## config.mk

```make
export PLATFORM = sky130hd
export DESIGN_NAME = status_irq_unit
export DESIGN_NICKNAME = d
export VERILOG_FILES = /design/src/rtl/status_irq_unit.sv
export SDC_FILE = /design/constraint.sdc
export NUM_CORES = 1
export LEC_CHECK = 0
export ABC_CLOCK_PERIOD_IN_PS = 1450
export BUFFER_PORTS_ARGS = -buffer_cell sky130_fd_sc_hd__buf_2
export CORE_AREA = 4 4 78 80
export DETAILED_ROUTE_END_ITERATION = 16
export DIE_AREA = 0 0 82 84
export GPL_ROUTABILITY_DRIVEN = 0
export PLACE_DENSITY = 0.77
export SLEW_MARGIN = 20
export SYNTH_ARGS = -nofsm -noshare
export SYNTH_HDL_FRONTEND = slang
export SYNTH_SLANG_ARGS = --single-unit
```

## constraint.sdc

```tcl
create_clock -name clk -period 1.45 [get_ports clk]
set_input_delay 0.2175 -clock clk [delete_from_list [all_inputs] [get_ports clk]]
set_output_delay 0.2175 -clock clk [all_outputs]
set_load 0.02 [all_outputs]
```

## src/rtl/status_irq_unit.sv

```systemverilog
module status_irq_unit #(
  parameter int DW = 16,
  parameter int AW = 8,
  parameter logic [AW-1:0] ADDR_RESET  = 8'h01,
  parameter logic [AW-1:0] ADDR_STATUS = 8'hC6,
  parameter logic [AW-1:0] ADDR_PROG   = 8'hC8,
  parameter logic [AW-1:0] ADDR_MASK   = 8'hCE
) (
  input  logic          clk,
  input  logic          rst_n,
  input  logic          bus_sel,
  input  logic          bus_we,
  input  logic [AW-1:0] bus_addr,
  input  logic [DW-1:0] bus_wdata,
  output logic [DW-1:0] bus_rdata,
  input  logic [DW-2:1] event_in,
  input  logic          cons_ack,
  output logic [DW-1:0] prog_word,
  output logic          prog_load,
  output logic          irq_n
);
  localparam int NEV = DW - 2;

  logic [DW-1:0]  mask_q;
  logic [DW-2:1]  flag_q;
  logic           irq_q;
  logic           rdy_q;

  wire rd_any  = bus_sel & ~bus_we;
  wire wr_any  = bus_sel &  bus_we;
  wire rd_stat = rd_any & (bus_addr == ADDR_STATUS);
  wire wr_mask = wr_any & (bus_addr == ADDR_MASK);
  wire wr_prog = wr_any & (bus_addr == ADDR_PROG);
  wire cmd_rst = wr_any & (bus_addr == ADDR_RESET);

  wire [DW-1:0] status = {irq_q, flag_q, rdy_q};

  wire [DW-2:1] flag_kept = rd_stat ? '0 : flag_q;
  wire [DW-2:1] flag_rise = event_in & ~flag_kept;
  wire          rdy_rise  = cons_ack & ~wr_prog & ~rdy_q;
  wire          hit       = |({flag_rise, rdy_rise} & mask_q[DW-2:0]);

  assign irq_n = ~(irq_q & mask_q[DW-1]);

  always_ff @(posedge clk or negedge rst_n) begin
    if (!rst_n) begin
      mask_q <= '0;
      flag_q <= '0;
      irq_q  <= 1'b0;
      rdy_q  <= 1'b1;
    end else if (cmd_rst) begin
      mask_q <= '0;
      flag_q <= '0;
      irq_q  <= 1'b0;
      rdy_q  <= 1'b1;
    end else begin
      if (wr_mask) mask_q <= bus_wdata;
      flag_q <= flag_kept | event_in;
      if (hit)          irq_q <= 1'b1;
      else if (rd_stat) irq_q <= 1'b0;
      if (wr_prog)       rdy_q <= 1'b0;
      else if (cons_ack) rdy_q <= 1'b1;
    end
  end

  always_ff @(posedge clk or negedge rst_n) begin
    if (!rst_n) begin
      bus_rdata <= '0;
      prog_word <= '0;
      prog_load <= 1'b0;
    end else begin
      if (rd_any) bus_rdata <= rd_stat ? status : '0;
      if (wr_prog) prog_word <= bus_wdata;
      prog_load <= wr_prog;
    end
  end

  logic unused_nev;
  assign unused_nev = (NEV == 0);
endmodule

```

==> results.cfg <==
[route]
final_antenna_net_count = 0
vias_per_cell = 5.43
drc = 0
wl_um = 5960
routedWlPerCell_um = 16.2
via_count = 2000
first_pass_iters = 4
drt_first_iter_violations = 165

[critical_path]
crit_type = flip-flop to flip-flop
start_kind = flip-flop
worstSetupEndpointType = flip-flop
cp.arrival_ns = 1.56
r2r-start = flag_q[6]$_DFF_PN0_
crit_fanout = 3
setup.worst_path.start = flag_q[6]$_DFF_PN0_
required_ns = 1.64

[global_routing]
grt_max_degree = 19
grtUsageTotal_pct = 19.2
grt_pass1_vias = 2100
antenna_found_initial = 0
grt_pass1_wl_um = 10000
grt-ovfl-total = 0

[clock_network]
cts_root_buffer = clkbuf_8
post_cts_resized = 0
htree_levels = 3
cts_tree = yes
worstSkewPairLatency_ns = 0.34
cts_buffers = 9
cts_max_path_buffers = 2
clock_sinks = 65
cts_setup_buffers = 0
postCtsHoldBufs = 1
cts.clk_slew.worst_paths_ns = 0.07

[die]
die_x_um = 82
die_area_mm2 = 0.00689
row_count = 27
initial_utilization_pct = 49.6
core_mm2 = 0.00541
io_pins = 77
die_h_um = 84

[synthesis]
synth_cells = 205
ys_warn_count = 0
synth_top_area_cell = dfrtp_1
ys.flop_type = dfrtp_1
synth_seq_cells = 65
netlist_area_mm2 = 0.00268
synth_area_per_cell_um2 = 13.1
syn_nets = 248
yosysSeqAreaShare_pct = 60.7
ys_types = 34
synth-edff-count = 0
synth_area_leaders = dfrtp_1, a22o_1, mux2_4
async_flop_share_pct = 100
synth_top_area_share_pct = 59.7

[timing]
period_minus_slack_ns = 1.36
timing.hold.ws_ns = 0.116
finalSetupViolations = 0
clock_skew_ns = 0.00796
fin_crit_sh_pct = 94.0
slew_headroom_pct = 61.1
grt_setup_unrepaired = false
slew_viol_final = 0
fmax_mhz = 734
hold_viol_final = 0
tightestPinTransition_ns = 0.583

[cells_and_area]
area_growth_syn_to_layout_pct = 25.8
fin_area_mm2 = 0.00337
nets = 335
finalNonFillerCells = 368
layout-drive-gt1-share_pct = 41.6
antennaDiodeCount = 0
num-fill-cells = 451
post-route-util_pct = 62.4

[placed_design]
placed_area_mm2 = 0.00318
dp_cells = 352
place_hpwl_um = 4500
portBuffers = 76

[power_and_ir_drop]
power_mw = 3.52
leakage_nw = 1.72
ir_drop_mv = 0.744
power.density_mw_per_mm2 = 1040

[run_status]
status = complete, no violations

[hold_path]
hp-class = input pin to flip-flop
worstHoldStart = bus_wdata[10]

[flow_run]
cap_violations = 0
kinds of logic after synthesis:
logic type	count (synthesis)	synth area share (%)
buffers and inverters	12	2.85
AO/OA/AOI/OAI	58	16.6
AND/OR/NAND/NOR	54	11.9
flip-flops	65	60.7
multiplexers	16	7.98
per-stage QoR:
step / worst slack (ns) / TNS, ns
floorplan: 0.119 / 0
global placement: 0.0187 / 0
detailed placement: -0.00574 / -0.0115
CTS: 0.157 / 0
global route: 0.0369 / 0
finish: 0.0875 / 0
registers in the layout, summed over array words and instances, names as in the netlist:
signal	cells
prog_load	1
flag_q	14
prog_word	16
mask_q	16
bus_rdata	16
rdy_q	1
irq_q	1
final timing paths:
| kind | end | slack (ns) | cells after the start |
|---|---|---|---|
| max | irq_q$_DFFE_PN0P_ | 0.09 | 4 |
| min | mask_q[10]$_DFFE_PN0P_ | 0.12 | 2 |
| max reg2reg | irq_q$_DFFE_PN0P_ | 0.09 | 4 |
| min reg2reg | mask_q[1]$_DFFE_PN0P_ | 0.50 | 1 |
| max in group asynchronous | rdy_q$_DFFE_PN1P_ | 0.57 | 3 |
| min in group asynchronous | prog_load$_DFF_PN0_ | 0.32 | 2 |
routing by layer:
metal  global-route usage, %  vias to the layer above  routed length, um
met5                       0                        -                  0
met4                    9.82                        0                161
met3                    3.89                       15                383
met2                    28.1                       88               2770
met1                    26.6                      948               2640
li1                        -                      949                  -
power by group:
group          switching, mW  internal [mW]  total, mW
logic                  0.124         0.0965      0.220
clock network          0.667          0.774       1.44
registers             0.0180           1.84       1.86
layout by cell type (no fill, tap or decap), types with 2 or more instances in the layout:
master / n
clkinv_2: 3
clkbuf_8: 9
mux2_2: 7
a22o_1: 32
mux2_4: 9
nor2_1: 17
dfrtp_1: 64
a21oi_1: 14
a22oi_1: 2
buf_2: 76
buf_4: 8
nand4_1: 3
clkinvlp_4: 2
o22ai_1: 3
o2111ai_1: 2
nand3b_1: 6
nand2b_1: 2
buf_12: 2
nand2_1: 14
and4_1: 3
worst max-delay path: stages, from the launching register on:
cell and delay (ns):
dfrtp_1 0.38, nand3b_1 0.14, o2111ai_1 0.12, a2111oi_0 0.46, a31oi_1 0.13
Yosys cell counts (all sizes together), types with 2 or more instances:
cell and count:
clkbuf 3, a22oi 2, nand3b 6, o22ai 3
nand2 14, nand4 4, o2111ai 2, a21oi 14
a22o 32, nand2b 2, and4 3, dfrtp 64
buf 8, a2111oi 2, mux2 16, nor2 18
cell type report:
cell class	instances	area, um^2	share of cell area (%)
Sequential cell	65	1630	48.2
Multi-Input combinational cell	128	978	29.0
Timing Repair Buffer	87	490	14.5
Clock buffer	9	124	3.67
Tap cell	72	90.1	2.67
Clock inverter	6	60.1	1.78
Inverter	1	3.75	0.111
Power figures use the tool's default switching activity.
